--- config.mk ---
export PLATFORM = sky130hd
export DESIGN_NAME = rxirq_status_bank
export DESIGN_NICKNAME = d
export VERILOG_FILES = /design/src/rtl/rxirq_pkg.sv /design/src/rtl/rxirq_mode_fsm.sv /design/src/rtl/rxirq_set_logic.sv /design/src/rtl/rxirq_flag_bit.sv /design/src/rtl/rxirq_index_slot.sv /design/src/rtl/rxirq_status_bank.sv
export SDC_FILE = /design/constraint.sdc
export NUM_CORES = 1
export LEC_CHECK = 0
export BUFFER_PORTS_ARGS = -buffer_cell sky130_fd_sc_hd__buf_4
export CORE_MARGIN = 2
export CORE_UTILIZATION = 41
export DETAILED_ROUTE_END_ITERATION = 10
export PLACE_DENSITY = 0.84
export SYNTH_ARGS = -nofsm -noshare
export SYNTH_HDL_FRONTEND = slang
export SYNTH_HIERARCHICAL = 1
export SYNTH_SLANG_ARGS = --single-unit
--- constraint.sdc ---
create_clock -name clk -period 3.4 [get_ports clk]
set_input_delay 0.17 -clock clk [delete_from_list [all_inputs] [get_ports clk]]
set_output_delay 0.17 -clock clk [all_outputs]
set_load 0.01 [all_outputs]
--- src/rtl/rxirq_pkg.sv ---
`timescale 1ns/1ps
package rxirq_pkg;

    typedef enum logic [1:0] {
        ST_OFF     = 2'd0,
        ST_MAILBOX = 2'd1,
        ST_FIFO    = 2'd2
    } rx_mode_e;

    // flag slots inside the flag vector
    localparam int NUM_FLAGS = 5;
    localparam int FL_RXOK   = 0;
    localparam int FL_TXCAN  = 1;
    localparam int FL_FULL   = 2;
    localparam int FL_OVF    = 3;
    localparam int FL_LATE   = 4;

    // bit positions inside the status word
    localparam int POS_RXOK  = 4;
    localparam int POS_TXCAN = 14;
    localparam int POS_FULL  = 15;
    localparam int POS_OVF   = 16;
    localparam int POS_LATE  = 17;
    localparam int POS_RXIDX = 18;

    function automatic int flag_pos(input int slot);
        int pos;
        case (slot)
            FL_RXOK:  pos = POS_RXOK;
            FL_TXCAN: pos = POS_TXCAN;
            FL_FULL:  pos = POS_FULL;
            FL_OVF:   pos = POS_OVF;
            default:  pos = POS_LATE;
        endcase
        return pos;
    endfunction

endpackage

--- src/rtl/rxirq_mode_fsm.sv ---
`timescale 1ns/1ps
module rxirq_mode_fsm
    import rxirq_pkg::*;
(
    input  logic     clk,
    input  logic     rst_n,
    input  logic     halt_i,
    input  logic     fifo_mode_i,
    output rx_mode_e state_o,
    output logic     active_o,
    output logic     fifo_o
);

    rx_mode_e st_q, st_d;

    always_comb begin
        st_d = st_q;
        unique case (st_q)
            ST_OFF: begin
                if (!halt_i) st_d = fifo_mode_i ? ST_FIFO : ST_MAILBOX;   // T_ENABLE
            end
            ST_MAILBOX: begin
                if (halt_i)           st_d = ST_OFF;                     // T_DISABLE
                else if (fifo_mode_i) st_d = ST_FIFO;                    // T_TO_FIFO
            end
            ST_FIFO: begin
                if (halt_i)            st_d = ST_OFF;                    // T_DISABLE
                else if (!fifo_mode_i) st_d = ST_MAILBOX;                // T_TO_MAILBOX
            end
            default: st_d = ST_OFF;
        endcase
    end

    always_ff @(posedge clk or negedge rst_n) begin
        if (!rst_n) st_q <= ST_OFF;
        else        st_q <= st_d;
    end

    always_comb begin
        active_o = 1'b0;
        fifo_o   = 1'b0;
        unique case (st_q)
            ST_OFF:     active_o = 1'b0;
            ST_MAILBOX: active_o = 1'b1;
            ST_FIFO: begin
                active_o = 1'b1;
                fifo_o   = 1'b1;
            end
            default: active_o = 1'b0;
        endcase
    end

    assign state_o = st_q;

    AST_HALT_TO_OFF: assert property (@(posedge clk) disable iff (!rst_n)
        halt_i |=> (st_q == ST_OFF));
    AST_RUN_FOLLOWS_MODE: assert property (@(posedge clk) disable iff (!rst_n)
        (!halt_i && fifo_mode_i) |=> (st_q == ST_FIFO));

endmodule

--- src/rtl/rxirq_set_logic.sv ---
`timescale 1ns/1ps
module rxirq_set_logic
    import rxirq_pkg::*;
(
    input  logic                 active_i,
    input  logic                 fifo_i,
    input  logic                 fifo1_en_i,
    input  logic                 rx_ok_ev_i,
    input  logic                 match_late_ev_i,
    input  logic                 tx_cancel_ev_i,
    input  logic                 mbx_full_ev_i,
    input  logic                 mbx_ovf_ev_i,
    input  logic                 f1_ovf_ev_i,
    input  logic                 f1_above_wm_i,
    output logic [NUM_FLAGS-1:0] set_o,
    output logic                 cap_rx_o,
    output logic                 cap_ovf_o
);

    always_comb begin
        set_o = '0;
        if (active_i) begin
            set_o[FL_RXOK]  = rx_ok_ev_i;
            set_o[FL_LATE]  = match_late_ev_i;
            set_o[FL_TXCAN] = tx_cancel_ev_i;
            if (fifo_i) begin
                set_o[FL_OVF]  = fifo1_en_i & f1_above_wm_i;
                set_o[FL_FULL] = fifo1_en_i & f1_ovf_ev_i;
            end else begin
                set_o[FL_OVF]  = mbx_ovf_ev_i;
                set_o[FL_FULL] = mbx_full_ev_i;
            end
        end
    end

    assign cap_rx_o  = active_i & ~fifo_i & rx_ok_ev_i;
    assign cap_ovf_o = active_i & ~fifo_i & mbx_ovf_ev_i;

endmodule

--- src/rtl/rxirq_flag_bit.sv ---
`timescale 1ns/1ps
module rxirq_flag_bit (
    input  logic clk,
    input  logic rst_n,
    input  logic wipe_i,
    input  logic set_i,
    input  logic clr_i,
    output logic q_o,
    output logic nxt_o
);

    logic q;

    assign nxt_o = ~wipe_i & (set_i | (q & ~clr_i));

    always_ff @(posedge clk or negedge rst_n) begin
        if (!rst_n) q <= 1'b0;
        else        q <= nxt_o;
    end

    assign q_o = q;

    AST_SET_BEATS_CLEAR: assert property (@(posedge clk) disable iff (!rst_n)
        (set_i && !wipe_i) |=> q_o);
    AST_CLEAR_TAKES: assert property (@(posedge clk) disable iff (!rst_n)
        (clr_i && !set_i) |=> !q_o);

endmodule

--- src/rtl/rxirq_index_slot.sv ---
`timescale 1ns/1ps
module rxirq_index_slot #(
    parameter int W = 6
) (
    input  logic         clk,
    input  logic         rst_n,
    input  logic         wipe_i,
    input  logic         cap_i,
    input  logic [W-1:0] val_i,
    input  logic         keep_i,
    output logic [W-1:0] idx_o
);

    logic [W-1:0] idx_q;

    always_ff @(posedge clk or negedge rst_n) begin
        if (!rst_n)       idx_q <= '0;
        else if (wipe_i)  idx_q <= '0;
        else if (cap_i)   idx_q <= val_i;
        else if (!keep_i) idx_q <= '0;
    end

    assign idx_o = idx_q;

    AST_CAPTURE_LATEST: assert property (@(posedge clk) disable iff (!rst_n)
        (cap_i && !wipe_i) |=> (idx_o == $past(val_i)));

endmodule

--- src/rtl/rxirq_status_bank.sv ---
`timescale 1ns/1ps
module rxirq_status_bank
    import rxirq_pkg::*;
#(
    parameter int IDX_W = 6,
    parameter int STS_W = 32
) (
    input  logic             clk,
    input  logic             rst_n,
    input  logic             soft_rst,
    input  logic             core_en,
    input  logic             fifo_mode,
    input  logic             fifo1_en,
    input  logic             rx_ok_ev,
    input  logic [IDX_W-1:0] rx_buf_idx,
    input  logic             match_late_ev,
    input  logic             tx_cancel_ev,
    input  logic             mbx_full_ev,
    input  logic             mbx_ovf_ev,
    input  logic [IDX_W-1:0] mbx_ovf_idx,
    input  logic             f1_ovf_ev,
    input  logic             f1_above_wm,
    input  logic             clr_we,
    input  logic [STS_W-1:0] clr_data,
    output logic [STS_W-1:0] status
);

    localparam int OVF_IDX_LSB = POS_RXIDX + IDX_W;

    logic                 wipe;
    rx_mode_e             state;
    logic                 active, in_fifo;
    logic [NUM_FLAGS-1:0] set_vec, clr_vec, flag_q, flag_nxt;
    logic                 cap_rx, cap_ovf;
    logic [IDX_W-1:0]     rx_idx_q, ovf_idx_q;

    assign wipe = soft_rst | ~core_en;

    rxirq_mode_fsm u_fsm (
        .clk         (clk),
        .rst_n       (rst_n),
        .halt_i      (wipe),
        .fifo_mode_i (fifo_mode),
        .state_o     (state),
        .active_o    (active),
        .fifo_o      (in_fifo)
    );

    rxirq_set_logic u_set (
        .active_i        (active),
        .fifo_i          (in_fifo),
        .fifo1_en_i      (fifo1_en),
        .rx_ok_ev_i      (rx_ok_ev),
        .match_late_ev_i (match_late_ev),
        .tx_cancel_ev_i  (tx_cancel_ev),
        .mbx_full_ev_i   (mbx_full_ev),
        .mbx_ovf_ev_i    (mbx_ovf_ev),
        .f1_ovf_ev_i     (f1_ovf_ev),
        .f1_above_wm_i   (f1_above_wm),
        .set_o           (set_vec),
        .cap_rx_o        (cap_rx),
        .cap_ovf_o       (cap_ovf)
    );

    // route clear-word bits to flag slots by status position
    always_comb begin
        clr_vec = '0;
        for (int p = 0; p < STS_W; p++) begin
            for (int f = 0; f < NUM_FLAGS; f++) begin
                if (flag_pos(f) == p) clr_vec[f] = clr_vec[f] | (clr_we & clr_data[p]);
            end
        end
    end

    for (genvar g = 0; g < NUM_FLAGS; g++) begin : g_flag
        rxirq_flag_bit u_bit (
            .clk    (clk),
            .rst_n  (rst_n),
            .wipe_i (wipe),
            .set_i  (set_vec[g]),
            .clr_i  (clr_vec[g]),
            .q_o    (flag_q[g]),
            .nxt_o  (flag_nxt[g])
        );
    end

    rxirq_index_slot #(.W(IDX_W)) u_rx_idx (
        .clk    (clk),
        .rst_n  (rst_n),
        .wipe_i (wipe),
        .cap_i  (cap_rx),
        .val_i  (rx_buf_idx),
        .keep_i (1'b1),
        .idx_o  (rx_idx_q)
    );

    rxirq_index_slot #(.W(IDX_W)) u_ovf_idx (
        .clk    (clk),
        .rst_n  (rst_n),
        .wipe_i (wipe),
        .cap_i  (cap_ovf),
        .val_i  (mbx_ovf_idx),
        .keep_i (flag_nxt[FL_OVF]),
        .idx_o  (ovf_idx_q)
    );

    always_comb begin
        status = '0;
        for (int f = 0; f < NUM_FLAGS; f++) status[flag_pos(f)] = flag_q[f];
        status[POS_RXIDX +: IDX_W]   = rx_idx_q;
        status[OVF_IDX_LSB +: IDX_W] = ovf_idx_q;
    end

    AST_WIPE_ALL: assert property (@(posedge clk) disable iff (!rst_n)
        wipe |=> (status == '0));
    AST_OVF_IDX_TIED: assert property (@(posedge clk) disable iff (!rst_n)
        !status[POS_OVF] |-> (status[OVF_IDX_LSB +: IDX_W] == '0));
    AST_WM_LEVEL: assert property (@(posedge clk) disable iff (!rst_n)
        (state == ST_FIFO && !wipe && fifo1_en && f1_above_wm) |=> status[POS_OVF]);
    AST_FIFO1_GATED: assert property (@(posedge clk) disable iff (!rst_n)
        (state == ST_FIFO && !fifo1_en && !status[POS_FULL]) |=> !status[POS_FULL]);
    AST_OFF_NO_SET: assert property (@(posedge clk) disable iff (!rst_n)
        (state == ST_OFF) |=> (status == '0));

endmodule

==> impl_metrics.tcl, run 1 <==
set metrics [dict create \
    cts_inserted_buffers 3 \
    routed_wl_mm 2.46 \
    core_um2 2500 \
    worstPathArrival_ns 2.19 \
    min_path_type "in2reg" \
    ys_ff_latch 19 \
    crit_path_frequent_cell "inv_1" \
    antennaDiodeCount 0 \
    post-route-drc-count 0 \
    dr.max_layer_used "met4" \
    max_slew_margin 0.457 \
    m1WireLength_um 961 \
    drv_cap 0 \
    multi_input_comb_area_um2 548 \
    combPwrFrac 0.444 \
    syn_to_final_growth_pct 35.3 \
    p_int_uw 445 \
    cp_data_required_time_ns 3.60 \
    avgSynthCellArea_um2 10.6 \
    die-width_um 55.6 \
    period_share 0.586 \
    grt_pass1_vias 919 \
    cts.sinks 19 \
    powerDensity_nw_per_um2 477 \
    finalNonFillerCells 189 \
    synth_ff_type "dfrtp_1" \
    async_flop_share 1.00 \
    yosysMostFrequentCell "dfrtp_1" \
    clk_pin_slew_ns 0.10 \
    clock_latency_ns 0.29 \
    critPathMaxFanout 7 \
    cp_top_family "compound AO/OA/AOI/OAI gates" \
    synth_edf_count 0 \
    dieArea_um2 3090 \
    yosysSeqAreaShare 0.436 \
    tritoncts "done" \
    crit_slowest_cell "dfrtp_1" \
    initial_core_util 0.436 \
    layout-drive-gt1-share 0.428 \
    sw_frac_of_total 0.367 \
    critPathBufInv 2 \
    fillers 226 \
    first_iter_violations 11 \
    synth_cells 103 \
    worstSetupStartpointType "flip-flop" \
    wl_met2_mm 1.35 \
    power.switching_uw 258 \
    p_leak_uw 0.000777 \
    grt_setup_unrepaired "no" \
    cts-root-buf "clkbuf_4" \
    fin_nets 222 \
    p_clk_frac 0.155 \
    worstSetupPathType "reg2reg" \
    max_stage_delay_ns 0.41 \
    synth.distinct_cells 25 \
    num_rows 18 \
    path_cells "inv_1 > ha_1 > and3b_1 > a41o_1 > inv_1 > a21oi_2 > nand3b_1 > a21oi_1" \
    antenna_found_initial 0 \
    firstDrtPassIters 4 \
    worst_pin_slew_ns 0.815 \
    ioPinCount 90 \
    reg2reg_slack_ns 1.41 \
    clockBufferDepth 2 \
    endpoint_kind "flip-flop" \
    synth_top_cell_by_area "dfrtp_1" \
    hold_viol 0 \
    vias 889 \
    clock_skew_ns 0.00336 \
    finalSetupTns_ns 0 \
    grt_usage 0.167 \
    port_buffers 47 \
    dr_wl_met3_um 120 \
    viasPerCell 4.70 \
    routabilityCongestion 0.824 \
    synth_area_um2 1090 \
    min_period_ns 1.99 \
    htreeDepth 1 \
    overflow 0 \
    yosys.area.top_type_share 0.436 \
    grt_max_degree 20 \
    synth_top_cells_by_count "dfrtp_1 (19), buf_4 (15), and2_1 (8), inv_1 (7)" \
    ff_latch_area_um2 475 \
    ant_nets 0 \
    wire_per_inst_um 13.0 \
    yosys_warnings 6 \
    synth_area_leaders "dfrtp_1 (44%), buf_4 (10%), a32o_2 (6.2%)" \
    dp_cells 184 \
    status "finished, final reports clean" \
    dpl.hpwl_mm 2.00 \
    seq_power_share 0.401 \
    timing.fmax_mhz 502 \
    die_h_um 55.6 \
    setup_viol 0 \
    grt_pass1_wl_mm 4.08 \
    slew_violations 0 \
    ir_worst_vdd_mv 0.348 \
]
[routing by layer]
layer  track usage  vias up
li1              -      436
met1         0.170      417
met2         0.321       34
met3        0.0512        2
met4        0.0488        0
met5             0        -
[cells by family after synthesis]
group           Yosys count  synth area share
other cells               2           0.00688
compound gates           24             0.192
buf+inv                  22             0.127
fa+ha+maj                 4            0.0459
flops                    19             0.436
simple gates             32             0.193
[registers in the layout, indices dropped and copies added, names as in the netlist]
signal and count:
g_flag.u_bit/q_o 5, u_rx_idx/idx_o 6, u_ovf_idx/idx_o 6, u_fsm/state_o 2
[path summary, 6_finish.rpt]
check	end	start	depth (start not counted)
hold / removal	u_ovf_idx/idx_o[0]$_DFFE_PN0P_	mbx_ovf_idx[0]	2
setup / recovery	u_ovf_idx/idx_o[3]$_DFFE_PN0P_	u_fsm/state_o[0]$_DFFE_PN0P_	8
min in group asynchronous	g_flag[4].u_bit/q_o$_DFF_PN0_	rst_n	2
setup reg to reg	u_ovf_idx/idx_o[3]$_DFFE_PN0P_	u_fsm/state_o[0]$_DFFE_PN0P_	8
hold reg to reg	u_ovf_idx/idx_o[4]$_DFFE_PN0P_	u_ovf_idx/idx_o[4]$_DFFE_PN0P_	1
max in group asynchronous	u_ovf_idx/idx_o[5]$_DFFE_PN0P_	rst_n	2
[through the flow]
step	instance area [um2]	utilization	total power (uW)	worst slack (ns)	hold slack, ns
after floorplan	1160	-	500	1.68	-0.126
after global placement	1440	0.576	578	1.51	0.0555
after detailed placement	1440	0.576	600	1.42	0.0594
after CTS	1480	0.591	714	1.39	0.0841
after global routing	1480	0.591	762	1.23	0.0769
final	1480	0.591	704	1.41	0.0944
[power groups by stage]
stage | Clock, uW | Sequential (uW) | Combinational (uW)
after floorplan | 0 | 291 | 209
after global placement | 0 | 282 | 296
after detailed placement | 0 | 287 | 314
after CTS | 116 | 282 | 316
after global routing | 124 | 287 | 351
final | 109 | 282 | 313
[repair_timing]
item,CTS,global route
buffers inserted,0,0
resized for setup,0,0
hold endpoints to repair,19,0
hold buffers,1,0
[final cells by class]
type / instances / share of cell area
Timing Repair Buffer: 48 / 0.246
Multi-Input combinational cell: 81 / 0.371
Tap cell: 30 / 0.0254
Sequential cell: 19 / 0.322
Clock buffer: 4 / 0.0178
Inverter: 7 / 0.0178
[layout by cell type (no fill, tap or decap), types with 5 or more instances in the layout]
master / Yosys / layout
nand2b_1: 6 / 6
a21oi_2: 5 / 5
nand2_1: 5 / 5
and2_1: 8 / 8
a32o_2: 6 / 6
conb_1: 2 / 21
dfrtp_1: 19 / 19
o21ai_0: 5 / 5
buf_4: 15 / 47
inv_1: 7 / 7
Note: power is estimated with default switching activity, not from simulation.
==> inputs of run 2 (changes only) <==
Settings changed: CORE_UTILIZATION 41 to 34, PLACE_DENSITY 0.84 to 0.75.
Clock period 3.4 ns to 1.7 ns, I/O delays scaled along.
==> impl_metrics.tcl, run 2 (synthesis gave the netlist of run 1 again) <==
set metrics [dict create \
    cts.sinks 19 \
    grt_pass1_wl_mm 4.26 \
    drv_cap 0 \
    grt_usage 0.155 \
    worstSetupStartpointType "flip-flop" \
    period_share 0.986 \
    mostFrequentLayoutCell "buf_4" \
    r2r_start "u_fsm/state_o[1]$_DFFE_PN0P_" \
    min_period_ns 1.68 \
    slew_violations 0 \
    grt_max_degree 20 \
    cts_inserted_buffers 3 \
    hold_slack_ns 0.0169 \
    initial_core_util 0.357 \
    grt_setup_unrepaired "yes" \
    p_leak_uw 0.000869 \
    cp-startpoint "u_fsm/state_o[1]$_DFFE_PN0P_" \
    setup_viol 0 \
    wire_per_inst_um 11.8 \
    crit_slowest_cell "dfrtp_1" \
    reg2reg_slack_ns 0.02 \
    fillers 288 \
    syn_to_final_growth_pct 56.7 \
    postPlaceCellArea_um2 1540 \
    clockBufferDepth 2 \
    setup_slack_ns 0.0245 \
    fin_nets 241 \
    die-width_um 60.6 \
    layout-drive-gt1-share 0.478 \
    cp_top_family "compound AO/OA/AOI/OAI gates" \
    critPathMaxFanout 7 \
    fin_area_um2 1710 \
    routabilityCongestion 0.745 \
    antennaDiodeCount 0 \
    grt_pass1_vias 1017 \
    critPathBufInv 2 \
    endpoint_kind "flip-flop" \
    ioPinCount 90 \
    vias 971 \
    firstDrtPassIters 4 \
    r2r_cells 7 \
    r2r_end "u_ovf_idx/idx_o[0]$_DFFE_PN0P_" \
    num_rows 20 \
    overflow 0 \
    die_h_um 60.6 \
    worstPathArrival_ns 1.89 \
    clock_latency_ns 0.31 \
    dpl.hpwl_mm 2.00 \
    routed_wl_mm 2.63 \
    cp-endpoint "u_ovf_idx/idx_o[0]$_DFFE_PN0P_" \
    path_cells "inv_2 > ha_4 > and3b_2 > a41o_1 > inv_2 > a21oi_4 > a32o_2" \
    first_iter_violations 21 \
    post-route-drc-count 0 \
    clock_skew_ns 0.0100 \
    dieArea_um2 3680 \
    htreeDepth 1 \
    crit_path_frequent_cell "inv_2" \
    antenna_found_initial 0 \
    tritoncts "done" \
    timing.fmax_mhz 597 \
    max_stage_delay_ns 0.42 \
    ir_worst_vdd_mv 0.641 \
    port_buffers 47 \
    cp_data_required_time_ns 1.91 \
    status "finished, final reports clean" \
    powerDensity_nw_per_um2 999 \
    min_path_type "in2reg" \
    worstSetupPathType "reg2reg" \
    viasPerCell 4.37 \
    layout_common_cells "buf_4 (55), conb_1 (21), dfrtp_1 (19)" \
    core_um2 3050 \
    clk_pin_slew_ns 0.12 \
    pre_cts_ws_ns -0.0479 \
    hold_viol 0 \
    ant_nets 0 \
    cts-root-buf "clkbuf_4" \
    crit_cells 7 \
]
## run 2: changes by cell type in the layout (fill, tap and decap cells not counted), moves of 2 or more
cell	delta
ha_1	-2
inv_2	+3
inv_1	-3
dlygate4sd3_1	+10
buf_4	+8
ha_4	+2
## run 2: worst min-delay path by stage
stage | slack, ns | cells after the start | endpoint | startpoint
floorplan | -0.21 | 0 | g_flag[0].u_bit/q_o$_DFF_PN0_ | rst_n
global placement | -0.03 | 1 | g_flag[2].u_bit/q_o$_DFF_PN0_ | rst_n
detailed placement | -0.02 | 1 | g_flag[4].u_bit/q_o$_DFF_PN0_ | rst_n
CTS | 0.004 | 3 | u_rx_idx/idx_o[3]$_DFFE_PN0P_ | rx_buf_idx[3]
global route | 0.02 | 3 | u_rx_idx/idx_o[3]$_DFFE_PN0P_ | rx_buf_idx[3]
finish | 0.02 | 3 | u_rx_idx/idx_o[3]$_DFFE_PN0P_ | rx_buf_idx[3]
## run 2: metrics by stage
stage	total power, uW	util	cells	TNS (ns)
finish	1710	0.560	222	0
global route	1820	0.560	222	-0.134
CTS	1680	0.553	221	0
detailed placement	1380	0.503	205	-0.0497
global placement	1340	0.503	205	0
floorplan	1070	-	122	0
## run 2: repair_timing
item | CTS | global route
pin swaps | 0 | 6
resized for setup | 2 | 4
hold buffers | 11 | 0
hold endpoints to repair | 29 | 0
setup endpoints to repair | 6 | 6
setup buffers | 1 | 2
## run 2: cell type report
class,instances,area (um2),share of cell area
sequential,19,475,0.278
inverter,7,26.3,0.0154
multi-input combinational,81,591,0.346
timing repair buffer,67,534,0.313
clock inverter,1,5.00,0.00293
tap,44,55.1,0.0322
clock buffer,3,22.5,0.0132
## run 2: worst reg2reg max path, stage by stage, from the launching register on
cell     delay (ns)
dfrtp_1        0.42
inv_2          0.07
ha_4           0.26
and3b_2        0.21
a41o_1         0.21
inv_2          0.07
a21oi_4        0.08
a32o_2         0.27
## run 2: metal layers
layer  global-route usage  vias to the layer above  share of wire
met3               0.0235                        2          0.056
met1                0.181                      456           0.40
li1                     -                      473              -
met4               0.0528                        0         0.0050
met2                0.286                       40           0.54
met5                    0                        -              0
## run 2: report_power, final
group | switching [uW] | internal (uW)
sequential | 43.2 | 514
clock | 151 | 87.7
combinational | 430 | 483
==> inputs of run 3 (changes only) <==
Settings changed: CORE_MARGIN 2 to default, CORE_UTILIZATION 34 to 38, PLACE_DENSITY 0.75 to 0.83.
Clock period 1.7 ns to 1.8 ns, I/O delays scaled along.
==> impl_metrics.tcl, run 3 (synthesis gave the netlist of run 1 again) <==
set metrics [dict create \
    sw_frac_of_total 0.363 \
    clock_skew_ns 0.00259 \
    worst_pin_slew_ns 0.529 \
    initial_core_util 0.399 \
    antenna_found_initial 0 \
    hold_viol 0 \
    worstSetupPathType "reg2reg" \
    p_int_uw 949 \
    holdPathEnd "u_rx_idx/idx_o[5]$_DFFE_PN0P_" \
    cp_data_required_time_ns 1.99 \
    finalSetupTns_ns 0 \
    hp-start "rx_buf_idx[5]" \
    cts.sinks 19 \
    combPwrFrac 0.503 \
    r2r_start "u_fsm/state_o[0]$_DFFE_PN0P_" \
    num_rows 19 \
    worstSetupStartpointType "flip-flop" \
    fillers 246 \
    grt_usage 0.169 \
    die-width_um 55.6 \
    grt_pass1_vias 959 \
    htreeDepth 1 \
    clk_pin_slew_ns 0.11 \
    layout_common_cells "buf_4 (52), conb_1 (21), dfrtp_1 (19)" \
    grt_max_degree 20 \
    wire_per_inst_um 11.9 \
    layout-drive-gt1-share 0.468 \
    dr.max_layer_used "met4" \
    endpoint_kind "flip-flop" \
    clockBufferDepth 2 \
    drv_cap 0 \
    setup_viol 0 \
    tritoncts "done" \
    dr_wl_met3_um 93 \
    dieArea_um2 3090 \
    r2r_end "u_ovf_idx/idx_o[1]$_DFFE_PN0P_" \
    ant_nets 0 \
    min_period_ns 1.71 \
    setup_slack_ns 0.0865 \
    routabilityCongestion 0.781 \
    powerDensity_nw_per_um2 923 \
    firstDrtPassIters 4 \
    first_iter_violations 9 \
    cts-root-buf "clkbuf_4" \
    wl_met2_mm 1.35 \
    die_h_um 55.6 \
    seq_power_share 0.351 \
    viasPerCell 4.67 \
    routed_wl_mm 2.40 \
    dpl.hpwl_mm 1.84 \
    mostFrequentLayoutCell "buf_4" \
    min_path_type "in2reg" \
    power.switching_uw 541 \
    core_um2 2730 \
    m1WireLength_um 920 \
    port_buffers 47 \
    cts_inserted_buffers 3 \
    overflow 0 \
    antennaDiodeCount 0 \
    grt_pass1_wl_mm 4.14 \
    max_slew_margin 0.648 \
    slew_violations 0 \
    hold_slack_ns 0.0175 \
    fin_nets 234 \
    grt_setup_unrepaired "yes" \
    reg2reg_slack_ns 0.09 \
    worstPathArrival_ns 1.90 \
    p_leak_uw 0.000834 \
    clock_latency_ns 0.29 \
    r2r_cells 7 \
    post-route-drc-count 0 \
    pre_cts_ws_ns -0.0491 \
    vias 944 \
    p_clk_frac 0.146 \
    period_share 0.952 \
    status "finished, final reports clean" \
    ioPinCount 90 \
    hold_depth 2 \
    critPathMaxFanout 7 \
    timing.fmax_mhz 584 \
    syn_to_final_growth_pct 47.9 \
    ir_worst_vdd_mv 0.527 \
]
## run 3: per-layer routing
layer | vias up | GRT usage
met1 | 451 | 0.177
met3 | 4 | 0.0209
li1 | 460 | -
met4 | 0 | 0.0714
met5 | - | 0
met2 | 29 | 0.334
## run 3: layout make-up
cell class                      count  area (um2)  area share
Multi-Input combinational cell     81         576       0.357
Sequential cell                    19         475       0.295
Timing Repair Buffer               60         470       0.291
Tap cell                           31        38.8      0.0240
Inverter                            7        26.3      0.0163
Clock buffer                        3        22.5      0.0140
Clock inverter                      1        5.00     0.00310
## run 3: worst max-delay path: stages (launching register included)
cell and delay, ns:
dfrtp_1 0.42, inv_2 0.10, ha_4 0.22, and3b_2 0.22
a41o_1 0.20, inv_1 0.09, a21oi_4 0.09, a32o_2 0.27
## run 3: worst max path at each step
stage / endpoint / cells after the start / from / slack (ns)
3_5_place_dp: u_ovf_idx/idx_o[3]$_DFFE_PN0P_ / 8 / u_fsm/state_o[0]$_DFFE_PN0P_ / -0.05
5_1_grt: u_ovf_idx/idx_o[3]$_DFFE_PN0P_ / 8 / u_fsm/state_o[1]$_DFFE_PN0P_ / -0.003
6_report: u_ovf_idx/idx_o[1]$_DFFE_PN0P_ / 7 / u_fsm/state_o[0]$_DFFE_PN0P_ / 0.09
2_1_floorplan: u_ovf_idx/idx_o[0]$_DFFE_PN0P_ / 7 / u_fsm/state_o[0]$_DFFE_PN0P_ / 0.08
4_1_cts: u_ovf_idx/idx_o[0]$_DFFE_PN0P_ / 7 / u_fsm/state_o[0]$_DFFE_PN0P_ / 0.03
3_3_place_gp: u_ovf_idx/idx_o[3]$_DFFE_PN0P_ / 8 / u_fsm/state_o[0]$_DFFE_PN0P_ / -0.004
## run 3: repair_timing
action,4_1_cts,5_1_grt
pin swaps,0,3
resized for setup,2,6
hold buffers,8,0
buffers inserted,2,0
cloned,0,0
endpoints found under the setup margin,9,6
hold endpoints to repair,26,0
## run 3: power by group through the flow
| stage | registers, uW | clock network, uW | logic, uW |
|---|---|---|---|
| after CTS | 518 | 234 | 706 |
| after detailed placement | 541 | 0 | 616 |
| after global placement | 534 | 0 | 595 |
| after global routing | 532 | 250 | 826 |
| after floorplan | 549 | 0 | 395 |
| final | 523 | 217 | 750 |
## run 3: stage by stage
stage / cells / area, um2 / util / power [uW]
after global placement: 188 / 1460 / 0.535 / 1130
final: 202 / 1610 / 0.590 / 1490
after floorplan: 122 / 1160 / - / 944
after global routing: 202 / 1610 / 0.590 / 1610
after CTS: 202 / 1600 / 0.584 / 1460
after detailed placement: 188 / 1460 / 0.535 / 1160
